===== src/rtl/i2c_seq_pkg.sv =====
package i2c_seq_pkg;

  typedef enum logic [2:0] {
    ST_DONE  = 3'd0,
    ST_START = 3'd1,
    ST_WRITE = 3'd2,
    ST_READ  = 3'd3,
    ST_ERROR = 3'd4
  } seq_state_e;

  // internal step of the sequencer between controller events
  typedef enum logic [1:0] {
    PH_IDLE  = 2'd0,
    PH_WAITD = 2'd1,
    PH_NEWD  = 2'd2
  } seq_phase_e;

  localparam int BYTE_W = 8;

  localparam logic [BYTE_W-1:0] CMD_START   = 8'h91;
  localparam logic [BYTE_W-1:0] CMD_STOP    = 8'h41;
  localparam logic [BYTE_W-1:0] CMD_WRITE   = 8'h11;
  localparam logic [BYTE_W-1:0] CMD_RD_ACK  = 8'h21;
  localparam logic [BYTE_W-1:0] CMD_RD_NACK = 8'h29;
  localparam logic [BYTE_W-1:0] CMD_IACK    = 8'h01;

  function automatic logic [BYTE_W-1:0] addr_byte(input logic [6:0] a, input logic rd);
    return {a, rd};
  endfunction

endpackage


===== src/rtl/i2c_seq_wdog.sv =====
module i2c_seq_wdog #(
  parameter int WD_W = 16
) (
  input  logic            clk,
  input  logic            rst,
  input  logic            run_i,
  input  logic [WD_W-1:0] limit_i,
  output logic            expire_o
);

  localparam logic [WD_W-1:0] ONE = WD_W'(1);

  logic [WD_W-1:0] cnt_q;

  always_ff @(posedge clk) begin
    if (rst || !run_i) begin
      cnt_q    <= '0;
      expire_o <= 1'b0;
    end else begin
      expire_o <= (limit_i != '0) && (cnt_q == limit_i - ONE);
      if (cnt_q != '1) cnt_q <= cnt_q + ONE;
    end
  end

endmodule


===== src/rtl/i2c_seq_core.sv =====
module i2c_seq_core
  import i2c_seq_pkg::*;
#(
  parameter int LEN_W = 8
) (
  input  logic              clk,
  input  logic              rst,
  input  logic              go_i,
  input  logic              abort_i,
  input  logic [6:0]        desc_addr_i,
  input  logic              desc_rd_i,
  input  logic              desc_nostart_i,
  input  logic [LEN_W-1:0]  desc_len_i,
  input  logic              desc_last_i,
  output logic              desc_next_o,
  input  logic [BYTE_W-1:0] wr_data_i,
  output logic              wr_pop_o,
  output logic              rd_valid_o,
  output logic [BYTE_W-1:0] rd_data_o,
  output logic              cmd_valid_o,
  output logic [BYTE_W-1:0] cmd_code_o,
  output logic [BYTE_W-1:0] cmd_data_o,
  input  logic              irq_i,
  input  logic              stat_nack_i,
  input  logic              stat_arb_i,
  input  logic [BYTE_W-1:0] rx_data_i,
  output seq_state_e        state_o,
  output logic              busy_o,
  output logic              fin_o,
  output logic              ok_o,
  output logic              timeout_o
);

  localparam logic [LEN_W-1:0] LEN_ONE = LEN_W'(1);

  seq_state_e       state_q, n_state, t_st;
  seq_phase_e       ph_q, n_ph;
  logic [LEN_W-1:0] pos_q, n_pos, t_pos;
  logic             busy_q, n_busy;
  logic             n_cmd_v, n_fin, n_ok, n_to, n_rdv, n_pop, n_dnext;
  logic [BYTE_W-1:0] n_code, n_data, n_rdd;
  logic             do_tail, do_body;
  logic [LEN_W-1:0] last_idx;

  assign last_idx = desc_len_i - LEN_ONE;

  always_comb begin
    n_state = state_q;
    n_ph    = ph_q;
    n_pos   = pos_q;
    n_busy  = busy_q;
    n_cmd_v = 1'b0;
    n_code  = cmd_code_o;
    n_data  = cmd_data_o;
    n_fin   = 1'b0;
    n_ok    = ok_o;
    n_to    = timeout_o;
    n_rdv   = 1'b0;
    n_rdd   = rd_data_o;
    n_pop   = 1'b0;
    n_dnext = 1'b0;
    do_tail = 1'b0;
    do_body = 1'b0;
    t_st    = state_q;
    t_pos   = pos_q;

    if (abort_i && busy_q) begin
      // watchdog ends the transfer without touching the bus
      n_state = ST_ERROR;
      n_busy  = 1'b0;
      n_ph    = PH_IDLE;
      n_fin   = 1'b1;
      n_ok    = 1'b0;
      n_to    = 1'b1;
    end else begin
      unique case (ph_q)
        PH_IDLE: begin
          if (!busy_q) begin
            if (go_i) begin
              n_busy  = 1'b1;
              n_pos   = '0;
              n_state = ST_START;
              n_cmd_v = 1'b1;
              n_code  = CMD_START;
              n_data  = addr_byte(desc_addr_i, desc_rd_i);
              n_to    = 1'b0;
            end
          end else if (irq_i) begin
            if (state_q == ST_DONE || state_q == ST_ERROR) begin
              n_cmd_v = 1'b1;
              n_code  = CMD_IACK;
              n_fin   = 1'b1;
              n_ok    = (state_q == ST_DONE);
              n_busy  = 1'b0;
            end else if (stat_arb_i) begin
              n_state = ST_ERROR;
              n_cmd_v = 1'b1;
              n_code  = CMD_STOP;
            end else if (state_q == ST_START || state_q == ST_WRITE) begin
              if (stat_nack_i) begin
                n_state = ST_ERROR;
                n_cmd_v = 1'b1;
                n_code  = CMD_STOP;
              end else begin
                t_st    = desc_rd_i ? ST_READ : ST_WRITE;
                t_pos   = pos_q;
                do_tail = 1'b1;
              end
            end else begin
              n_rdv   = 1'b1;
              n_rdd   = rx_data_i;
              t_st    = ST_READ;
              t_pos   = pos_q + LEN_ONE;
              do_tail = 1'b1;
            end
          end
        end
        PH_WAITD: n_ph = PH_NEWD;
        PH_NEWD: begin
          n_ph = PH_IDLE;
          if (!desc_nostart_i) begin
            n_state = ST_START;
            n_cmd_v = 1'b1;
            n_code  = CMD_START;
            n_data  = addr_byte(desc_addr_i, desc_rd_i);
          end else begin
            t_st    = desc_rd_i ? ST_READ : ST_WRITE;
            t_pos   = '0;
            do_body = 1'b1;
          end
        end
        default: n_ph = PH_IDLE;
      endcase

      if (do_tail) begin
        n_state = t_st;
        n_pos   = t_pos;
        if (t_pos == desc_len_i) begin
          if (desc_last_i) begin
            n_state = ST_DONE;
            n_cmd_v = 1'b1;
            n_code  = CMD_STOP;
          end else begin
            n_pos   = '0;
            n_dnext = 1'b1;
            n_ph    = PH_WAITD;
          end
        end else begin
          do_body = 1'b1;
        end
      end

      if (do_body) begin
        n_state = t_st;
        n_cmd_v = 1'b1;
        if (t_st == ST_READ) begin
          n_code = (t_pos == last_idx) ? CMD_RD_NACK : CMD_RD_ACK;
          n_pos  = t_pos;
        end else begin
          n_code = CMD_WRITE;
          n_data = wr_data_i;
          n_pop  = 1'b1;
          n_pos  = t_pos + LEN_ONE;
        end
      end
    end
  end

  always_ff @(posedge clk) begin
    if (rst) begin
      state_q     <= ST_DONE;
      ph_q        <= PH_IDLE;
      pos_q       <= '0;
      busy_q      <= 1'b0;
      cmd_valid_o <= 1'b0;
      cmd_code_o  <= '0;
      cmd_data_o  <= '0;
      fin_o       <= 1'b0;
      ok_o        <= 1'b0;
      timeout_o   <= 1'b0;
      rd_valid_o  <= 1'b0;
      rd_data_o   <= '0;
      wr_pop_o    <= 1'b0;
      desc_next_o <= 1'b0;
    end else begin
      state_q     <= n_state;
      ph_q        <= n_ph;
      pos_q       <= n_pos;
      busy_q      <= n_busy;
      cmd_valid_o <= n_cmd_v;
      cmd_code_o  <= n_code;
      cmd_data_o  <= n_data;
      fin_o       <= n_fin;
      ok_o        <= n_ok;
      timeout_o   <= n_to;
      rd_valid_o  <= n_rdv;
      rd_data_o   <= n_rdd;
      wr_pop_o    <= n_pop;
      desc_next_o <= n_dnext;
    end
  end

  assign state_o = state_q;
  assign busy_o  = busy_q;

endmodule


===== src/rtl/i2c_msg_seq.sv =====
module i2c_msg_seq
  import i2c_seq_pkg::*;
#(
  parameter int LEN_W = 8,
  parameter int WD_W  = 16
) (
  input  logic             clk,
  input  logic             rst,
  input  logic             go_i,
  input  logic [WD_W-1:0]  wd_limit_i,
  input  logic [6:0]       desc_addr_i,
  input  logic             desc_rd_i,
  input  logic             desc_nostart_i,
  input  logic [LEN_W-1:0] desc_len_i,
  input  logic             desc_last_i,
  output logic             desc_next_o,
  input  logic [7:0]       wr_data_i,
  output logic             wr_pop_o,
  output logic             rd_valid_o,
  output logic [7:0]       rd_data_o,
  output logic             cmd_valid_o,
  output logic [7:0]       cmd_code_o,
  output logic [7:0]       cmd_data_o,
  input  logic             irq_i,
  input  logic             stat_nack_i,
  input  logic             stat_arb_i,
  input  logic [7:0]       rx_data_i,
  output logic [2:0]       state_o,
  output logic             busy_o,
  output logic             fin_o,
  output logic             ok_o,
  output logic             timeout_o
);

  logic       expire;
  seq_state_e st;

  i2c_seq_core #(.LEN_W(LEN_W)) u_core (
    .clk            (clk),
    .rst            (rst),
    .go_i           (go_i),
    .abort_i        (expire),
    .desc_addr_i    (desc_addr_i),
    .desc_rd_i      (desc_rd_i),
    .desc_nostart_i (desc_nostart_i),
    .desc_len_i     (desc_len_i),
    .desc_last_i    (desc_last_i),
    .desc_next_o    (desc_next_o),
    .wr_data_i      (wr_data_i),
    .wr_pop_o       (wr_pop_o),
    .rd_valid_o     (rd_valid_o),
    .rd_data_o      (rd_data_o),
    .cmd_valid_o    (cmd_valid_o),
    .cmd_code_o     (cmd_code_o),
    .cmd_data_o     (cmd_data_o),
    .irq_i          (irq_i),
    .stat_nack_i    (stat_nack_i),
    .stat_arb_i     (stat_arb_i),
    .rx_data_i      (rx_data_i),
    .state_o        (st),
    .busy_o         (busy_o),
    .fin_o          (fin_o),
    .ok_o           (ok_o),
    .timeout_o      (timeout_o)
  );

  i2c_seq_wdog #(.WD_W(WD_W)) u_wdog (
    .clk      (clk),
    .rst      (rst),
    .run_i    (busy_o),
    .limit_i  (wd_limit_i),
    .expire_o (expire)
  );

  assign state_o = st;

endmodule


===== config.mk =====
export PLATFORM = sky130hd
export DESIGN_NAME = i2c_msg_seq
export DESIGN_NICKNAME = d
export VERILOG_FILES = /design/src/rtl/i2c_seq_pkg.sv /design/src/rtl/i2c_seq_wdog.sv /design/src/rtl/i2c_seq_core.sv /design/src/rtl/i2c_msg_seq.sv
export SDC_FILE = /design/constraint.sdc
export NUM_CORES = 1
export LEC_CHECK = 0
export BUFFER_PORTS_ARGS = -buffer_cell sky130_fd_sc_hd__clkbuf_2
export CORE_ASPECT_RATIO = 0.7
export CORE_MARGIN = 2
export CORE_UTILIZATION = 40
export CTS_CLUSTER_SIZE = 14
export DETAILED_ROUTE_END_ITERATION = 10
export GPL_TIMING_DRIVEN = 0
export PLACE_DENSITY = 0.7
export SLEW_MARGIN = 20
export SYNTH_ARGS = -nofsm -noshare
export SYNTH_HDL_FRONTEND = slang
export SYNTH_SLANG_ARGS = --single-unit

===== constraint.sdc =====
create_clock -name clk -period 3.3 [get_ports clk]
set_clock_uncertainty 0.15 [all_clocks]
set_input_delay 0.165 -clock clk [delete_from_list [all_inputs] [get_ports clk]]
set_output_delay 0.165 -clock clk [all_outputs]
set_load 0.005 [all_outputs]

Word-level counts from Yosys, hierarchy flattened
Index checks and enable logic that the tools add are counted.
{ "totals": {"regBits": 62, "input_bits": 56, "out_inout_bits": 35, "elab_cells": 187} }
{ "op_classes": {"addsub": 5, "n_eq_ne": 24, "mux": 106, "bitwise": 10, "n_reduce_logical": 25} }
{ "ops": {"columns": ["op", "n"], "rows": [
  ["$mux W8", 33],
  ["$mux W3", 21],
  ["$pmux W8 S2", 3],
  ["$mux W1", 41],
  ["$ne A6 B6 Y1 const B", 4],
  ["$reduce_and A7 Y1", 3],
  ["$add A16 B1 Y16 const B", 1],
  ["$add A8 B1 Y8 const B", 2],
  ["$eq A16 B16 Y1", 1],
  ["$eq A8 B8 Y1", 2],
  ["$ne A16 B16 Y1 const B", 1],
  ["$reduce_bool A16 Y1", 1],
  ["$sub A16 B1 Y16 const B", 1],
  ["$ne A7 B7 Y1 const B", 2],
  ["$pmux W3 S2", 2],
  ["$ne A5 B2 Y1 const B", 2],
  ["$ne A5 B5 Y1 const B", 2],
  ["$not A1 Y1", 10],
  ["$reduce_and A4 Y1", 2],
  ["$sub A8 B1 Y8 const B", 1],
  ["$reduce_or A7 Y1", 1],
  ["$eq A3 B2 Y1 const B", 2],
  ["$mux W2", 3],
  ["$ne A6 B2 Y1 const B", 1],
  ["23 further kinds", 28]
]} }

Depth between registers and ports, before layout
Gate-level depths: netlist (run 1).
{ "depth": {"ltp_word": 15, "depth_mapped": 12, "depth_no_buf": 10} }

Hierarchy
A second synthesis (run 1) with hierarchy kept.
{ "hier_totals": {"hier_cells": 604, "hier_area_um2": 4667.0} }
{ "by_module_without_submodules": {"columns": ["mod", "n_inst", "cells_each", "area_per_inst_um2", "seq_area_each_um2"], "rows": [
  ["i2c_seq_core", 1, 427, 3276.9, 900.9],
  ["i2c_seq_wdog", 1, 177, 1390.1, 340.3]
]} }

Worst setup path after synthesis (run 1)
Ideal clock, no wire load.
{ "synth_path": {"path_type": "register -> register", "from": "reg u_core.state_q[0], in the netlist u_core.state_o[0]", "to": "reg u_core.cmd_data_o[2]", "setup_ns": 0.071, "arrival_time_ns": 2.769, "setup_slack_ns": 0.311, "path_stages_with_launch": 11, "n_path_buf": 1, "synth_period_minus_slack_ns": 2.989, "cell_sequence": "dfxtp_1 buf_6 maj3_2 and4b_4 or4_4 a32oi_4 nand4_4 o311a_4 o21a_1 nor2_4 o2bb2ai_1"} }
{ "synth_via": {"elab_chain_len": 14, "elab_cells_between_ends": 36} }
{ "synth_lines": {"columns": ["element", "line_no", "rtl"], "rows": [
  ["start, declared", "i2c_seq_core.sv:36", "seq_state_e state_q, n_state, t_st;"],
  ["start signal, assigned", "i2c_seq_core.sv:186", "state_q <= n_state;"],
  ["$eq A3 B1 Y1 / $eq A3 B2 Y1 (equally long branches)", "i2c_seq_core.sv:99", "end else if (state_q == ST_START || state_q == ST_WRITE) begin"],
  ["$logic_or A1 B1 Y1", "i2c_seq_core.sv:99", null],
  ["$mux W8", "i2c_seq_core.sv:99", null],
  ["$mux W8", "i2c_seq_core.sv:95", "end else if (stat_arb_i) begin"],
  ["$mux W8", "i2c_seq_core.sv:89", "if (state_q == ST_DONE || state_q == ST_ERROR) begin"],
  ["$mux W8", "i2c_seq_core.sv:88", "end else if (irq_i) begin"],
  ["$mux W8", "i2c_seq_core.sv:78", "if (!busy_q) begin"],
  ["$pmux W8 S2", "i2c_seq_core.sv:76", "unique case (ph_q)"],
  ["$mux W8", "i2c_seq_core.sv:67", "if (abort_i && busy_q) begin"],
  ["$eq A8 B8 Y1", "i2c_seq_core.sv:138", "if (t_pos == desc_len_i) begin"],
  ["$mux W1", "i2c_seq_core.sv:138", null],
  ["$mux W1", "i2c_seq_core.sv:135", "if (do_tail) begin"],
  ["$mux W1", "i2c_seq_core.sv:67", null],
  ["$mux W8 *", "i2c_seq_core.sv:153", "if (do_body) begin"],
  ["end signal, assigned", "i2c_seq_core.sv:192", "cmd_data_o <= n_data;"],
  ["end, declared", "i2c_seq_core.sv:22", "output logic [BYTE_W-1:0] cmd_data_o,"]
]} }
Mark *: on every way between the ends. The rest lies on a longest branch, timed or not. The select of a mux whose other input is x is not followed.
A chain may end at the register's enable or synchronous reset.

Final worst setup path (run 1)
{ "layout_path": {"from": "reg u_core.pos_q[4]", "to": "reg u_core.pos_q[3]"} }
{ "layout_via": {"elab_chain_len": 14, "elab_cells_between_ends": 20} }
{ "layout_lines": {"columns": ["element", "line_no", "rtl"], "rows": [
  ["start, declared", "i2c_seq_core.sv:38", "logic [LEN_W-1:0] pos_q, n_pos, t_pos;"],
  ["start signal, assigned", "i2c_seq_core.sv:188", "pos_q <= n_pos;"],
  ["$add A8 B1 Y8", "i2c_seq_core.sv:113", "t_pos = pos_q + LEN_ONE;"],
  ["$mux W8", "i2c_seq_core.sv:99", null],
  ["$mux W8", "i2c_seq_core.sv:95", null],
  ["$mux W8", "i2c_seq_core.sv:89", null],
  ["$mux W8", "i2c_seq_core.sv:88", null],
  ["$mux W8", "i2c_seq_core.sv:78", null],
  ["$pmux W8 S2 *", "i2c_seq_core.sv:76", null],
  ["$mux W8 *", "i2c_seq_core.sv:67", null],
  ["$eq A8 B8 Y1 *", "i2c_seq_core.sv:138", null],
  ["$mux W1", "i2c_seq_core.sv:138", null],
  ["$mux W1", "i2c_seq_core.sv:135", null],
  ["$mux W1", "i2c_seq_core.sv:67", null],
  ["$ne A3 B3 Y1 (no line) / $reduce_bool A3 Y1 (equally long branches)", null, null],
  ["$reduce_and A4 Y1 (no line)", null, null]
]} }
Marks and branches as above.

==> flow_summary.toml, run 1 <==
[synthesis]
ys_warn_count = 0
seq_area_frac_synth_pct = 28.56
syn-num-nets = 599
yosysUniqueCellTypes = 80
yosysMostFrequentCell = "nor2_1"
synth_common_cells = "65 x nor2_1, 62 x dfxtp_1, 37 x nand2_1"
synth_seq_cells = 62
synth-compound-area-share_pct = 24.65
synthTopCellsByArea = "dfxtp_1 29%, nor2_1 5.6%, xnor2_1 5.2%"
yosys_most_used_dff = "dfxtp_1"
synth-async-reset-ratio_pct = 0
synth_fa_ha_area_share_pct = 1.929
synth_mux_area_share_pct = 4.031
synthSimpleGateAreaFrac_pct = 27.87
syn-cell-area_um2 = 4345
synth_top_family_by_area = "simple AND/OR/NAND/NOR gates"
yosys.area.top_type = "dfxtp_1"
synth_edf_count = 0
synthXorXnorAreaFrac_pct = 8.264
syn_inst = 538
synth_top_area_share_pct = 28.56
avgSynthCellArea_um2 = 8.077

[floorplan]
die_h_um = 91.21
core_um2 = 10470
initial_core_util_pct = 41.49
dieArea_um2 = 11730
placementRows = 31
dieWidth_um = 128.6
io-pin-count = 91

[timing]
fmax_mhz = 307.4
relSlewSlack_pct = 57.50
worst_pin_slew_ns = 0.6375
worst_slack_ns = 0.04697
fin_crit_sh_pct = 98.58
fin_crit_ns = 3.253
setup_viol = 0
slew_violations = 0
hold_violations = 0

[route]
routed_wl_um = 14270
vias = 4884
drt_iter0_markers = 579
first_pass_iters = 6
route.detailed.drc = 0
viasPerCell = 6.113
antenna_left = 0
wl_per_cell_um = 17.86

[power]
p_int_mw = 1.588
ir_worst_vdd_mv = 0.2573
netSwitchingFraction_pct = 26.57
p_leak_nw = 2.334
switchingPower_mw = 0.5745
p_total_mw = 2.162
pwr-share-seq_pct = 36.8
clockPowerShare_pct = 47.2
pwr-share-comb_pct = 16.0
powerDensity_nw_per_um2 = 380.7

[placement]
placed_cell_area_um2 = 4941
place_inst = 756
place_congestion = 0.9505
portBuffers = 86
dpl.hpwl_um = 10120
pre_cts_slack_ns = -0.4116

[finish]
final_util_pct = 54.23
area_growth_pct = 30.69
fillers = 944
multiInputGateArea_um2 = 3029
diodes = 0
regArea_um2 = 1260
post_layout_nonfiller_instances = 799
drive_above_1_share_pct = 26.09
layout.nets = 723
fin_area_um2 = 5679

[global_routing]
grt_max_degree = 13
grt_use_met3_pct = 7.189
met1_usage_pct = 31.65
grt_remaining_overflow = 0
grt_pass1_wl_um = 22340
grt_antenna_before_repair = 0
grt_pass1_vias = 4476
top_usage_layer = "met2"
grt_use_met2_pct = 36.04
grt_use_total_pct = 23.83

[clock_tree]
htreeDepth = 3
cts_buffers = 9
clockRootBuffer = "clkbuf_16"
cts_tree = "done"
clock-sinks = 62
cts_buffer_depth = 2
clkLatencyLatePin_ns = 0.33
clkSlewWorstSetupHoldPaths_ns = 0.06

[setup_path]
cp_max_fo = 7
rrSetupSlack_ns = 0.05
arrival_ns = 3.35
crit_path_start_kind = "register"
endpoint_kind = "register"
critPathRequiredTime_ns = 3.40
crit_type = "reg2reg"

[hold_path]
hold_path.class = "in2reg"

[run]
cap_violations = 0

[run_status]
status = "finished, final reports clean"
-- critical path, cell delays in order, from the launching register on --
cell	delay (ns)
dfxtp_1	0.52
and3_1	0.25
a41oi_2	0.19
or4b_4	0.54
a32oi_4	0.30
nand4_4	0.20
buf_4	0.21
o2111ai_1	0.35
and2_1	0.19
a21oi_1	0.06
a211oi_1	0.22
-- kinds of logic (layout without fill, tap and decap cells) --
logic type                 after synthesis  in the layout
adders and majority gates                7              7
AOI/OAI and AO/OA                      144            144
muxes                                   16             16
DFF                                     62             62
xor gates and xnor gates                41             41
buffers and inverters                   45            174
and+or+nand+nor                        223            223
-- layout make-up --
type / count / area share, %
plain buffers: 25 / 2.137
well taps: 132 / 2.908
clock buffers: 9 / 3.966
flip-flops and latches: 62 / 22.19
clock inverters: 7 / 1.696
multi-input cells: 431 / 53.34
repair buffers: 116 / 12.65
inverters: 17 / 1.124
-- registers in the layout (all words and copies together) (netlist names), 2 cells and up --
signal / flops
u_wdog.cnt_q: 16
u_core.cmd_code_o: 8
u_core.cmd_data_o: 8
u_core.pos_q: 8
u_core.rd_data_o: 8
u_core.state_o: 3
u_core.ph_q: 2
-- cell usage in the layout, fill, tap and decap left out, types with 9 or more instances in the layout --
cell type and n:
dlygate4sd3_1 20, inv_1 16, mux2i_1 13, a21oi_1 30
clkbuf_1 12, nand3_1 20, nand2_1 35, a211oi_1 9
o21ai_0 21, nor2_1 63, and2_1 10, buf_4 10
clkbuf_2 90, and3_1 9, a22oi_1 10, clkbuf_16 9
dfxtp_1 55, nor3_1 9, xnor2_1 25, xor2_1 15
-- through the flow --
step	hold slack, ns	setup TNS, ns
6_report	0.009545	0
5_1_grt	0.01717	-0.05061
4_1_cts	0.01295	-0.01115
3_5_place_dp	0.2610	-2.830
3_3_place_gp	0.2452	-1.192
2_1_floorplan	0.1589	0
-- worst paths after layout --
kind	from	endpoint	cells past startpoint
min	desc_addr_i[2]	u_core.cmd_data_o[3]	3
max reg2reg	u_core.pos_q[4]	u_core.pos_q[3]	10
max	u_core.pos_q[4]	u_core.pos_q[3]	10
min reg2reg	u_core.cmd_code_o[5]	u_core.cmd_code_o[5]	1
-- power groups by stage --
stage	clock network, mW	registers [mW]	logic [mW]
3_3_place_gp	0	0.807	0.289
5_1_grt	1.07	0.797	0.376
6_report	1.02	0.795	0.347
2_1_floorplan	0	0.805	0.189
4_1_cts	1.03	0.793	0.320
3_5_place_dp	0	0.809	0.298
-- routing by layer --
layer,vias to the layer above,share of wire [%]
met5,-,0
li1,2256,-
met3,51,11
met4,0,2.7
met2,308,44
met1,2269,42
-- what timing repair did --
action,in CTS,in global routing
gates resized for setup,14,32
endpoints found under the setup margin,22,24
setup buffers,3,7
hold buffers,20,0
pin swaps,4,12
endpoints found under the hold margin,15,0
(Power assumes the default switching activity.)
==> inputs of run 2 (changes only) <==
--- a/config.mk
+++ b/config.mk
@@ -8,3 +8,3 @@
 export BUFFER_PORTS_ARGS = -buffer_cell sky130_fd_sc_hd__clkbuf_2
-export CORE_ASPECT_RATIO = 0.7
+export CORE_ASPECT_RATIO = 0.6
 export CORE_MARGIN = 2
--- a/constraint.sdc
+++ b/constraint.sdc
@@ -4,2 +4,2 @@
 set_output_delay 0.165 -clock clk [all_outputs]
-set_load 0.005 [all_outputs]
+set_load 0.02 [all_outputs]
==> run 2 against run 1 <==
- setup slack lost 0.0090 ns
- non-clock buffer count is 4 higher
- total power shrank 5.9%
- critical path type unchanged
- highest routed layer unchanged
==> flow_summary.toml, run 2 (same netlist as run 1, synthesis figures left out) <==
[setup_path]
cp_max_fo = 8
crit_type = "reg2reg"
arrival_ns = 3.37
cpLargestDelayFamily = "simple AND/OR/NAND/NOR gates"
worst_path_max_delay_cell = "or4_4"
critPathRequiredTime_ns = 3.41
endpoint_kind = "register"
critical_path.max_stage_delay_ns = 0.56
crit_path_start_kind = "register"
cp_num_buf_inv = 0
worstPathCellList = "maj3_4 -> and4b_4 -> or4_4 -> a32oi_4 -> nand4_4 -> o311a_4 -> o21a_1 -> nor2_4 -> o2bb2ai_1"

[clock_tree]
htreeDepth = 3
clock-sinks = 62
cts_tree = "done"
cts_buffers = 9
clkSlewWorstSetupHoldPaths_ns = 0.05
cts_buffer_depth = 2
clockRootBuffer = "clkbuf_16"
clkLatencyLatePin_ns = 0.34

[floorplan]
die_h_um = 84.74
core_um2 = 10560
dieArea_um2 = 11740
io-pin-count = 91
placementRows = 29
initial_core_util_pct = 41.15
dieWidth_um = 138.6

[timing]
worst_pin_slew_ns = 0.6492
relSlewSlack_pct = 56.72
rsz0062_at_grt = "true"
fmax_mhz = 306.6
setup_viol = 0
fin_crit_ns = 3.262
fin_crit_sh_pct = 98.85
slew_violations = 0
hold_violations = 0

[route]
drt_iter0_markers = 598
viasPerCell = 6.116
wl_per_cell_um = 18.27
first_pass_iters = 6
route.detailed.drc = 0
antenna_left = 0
routed_wl_um = 14800
vias = 4954

[finish]
diodes = 0
largest_reg_flops = 16
drive_above_1_share_pct = 26.08
area_growth_pct = 29.28
largest-register = "u_wdog.cnt_q"
layout.nets = 727
final_util_pct = 53.21
layout_common_cells = "90 x clkbuf_2, 63 x nor2_1, 56 x dfxtp_1"
final_common_cell = "clkbuf_2"

[global_routing]
grt_max_degree = 12
top_usage_layer = "met1"
grt_use_total_pct = 24.46
grt_pass1_wl_um = 23200
grt_pass1_vias = 4467
met1_usage_pct = 35.11
grt_remaining_overflow = 0
grt_use_met3_pct = 9.298
grt_use_met2_pct = 33.98
grt_antenna_before_repair = 0

[power]
p_leak_nw = 2.315
ir_worst_vdd_mv = 0.2626
powerDensity_nw_per_um2 = 362.2
p_total_mw = 2.035

[placement]
portBuffers = 86
dpl.hpwl_um = 10560
place_congestion = 0.9857

[run_status]
status = "finished, final reports clean"

[run]
cap_violations = 0

[hold_path]
hold_path.class = "in2reg"
run 2: changes by cell type in the layout (fill, tap and decap cells not counted), moves of 2 or more:
cell / change
buf_4: +5
bufinv_16: -2
inv_6: -2
o21ai_2: +2
o21ai_4: -2
o2bb2ai_1: +2
o2bb2ai_2: -2
run 2: path summary, 6_finish.rpt:
check	startpoint	endpoint	slack, ns	depth (start not counted)
max	u_core.state_o[1]	u_core.cmd_data_o[0]	0.04	9
min	wr_data_i[3]	u_core.cmd_data_o[3]	0.009	3
max reg2reg	u_core.state_o[1]	u_core.cmd_data_o[0]	0.04	9
min reg2reg	u_core.cmd_code_o[5]	u_core.cmd_code_o[5]	0.30	1
run 2: repair_timing:
action,in CTS,in global routing
setup endpoints to repair,18,25
pin swaps,3,13
hold buffers,19,0
hold endpoints to repair,16,0
cloned,0,1
setup buffers,2,13
gates resized for setup,9,29
run 2: layer usage:
layer,vias to the layer above,part of all wire (%)
met2,357,41
met1,2290,44
met3,47,13
li1,2260,-
met4,0,2.0
met5,-,0
run 2: cell type report:
class	count	area, um^2
buffer	24	117.6
clock buffer	11	242.7
clock inverter	5	35.03
fill	947	4941
inverter	17	63.81
multi-input combinational	431	2988
sequential	62	1259
tap	139	173.9
timing repair buffer	121	738.2
run 2: stage by stage:
stage | instances | instance area, um^2 | TNS (ns) | hold slack, ns | worst slack, ns
global route | 810 | 5618 | -0.4379 | 0.02009 | -0.05505
finish | 810 | 5618 | 0 | 0.008653 | 0.03796
detailed placement | 763 | 4950 | -1.793 | 0.2527 | -0.3406
global placement | 763 | 4950 | -1.307 | 0.2456 | -0.3059
CTS | 800 | 5459 | 0 | 0.001564 | 0.01437
floorplan | 538 | 4345 | 0 | 0.1589 | 0.1923
run 2: worst register-to-register path, delay by kind of cell, from the launching register on:
kind                     cells  cell delay [ns]
AO/OA/AOI/OAI                4             1.07
adder cells (fa/ha/maj)      1             0.39
flip-flops                   1             0.37
AND/OR/NAND/NOR              4             1.22
run 2: where the power goes:
group,total (mW),internal [mW],switching [mW]
Combinational,0.367,0.151,0.216
Clock,0.871,0.528,0.343
Sequential,0.797,0.771,0.0259
Total,2.03,1.45,0.585
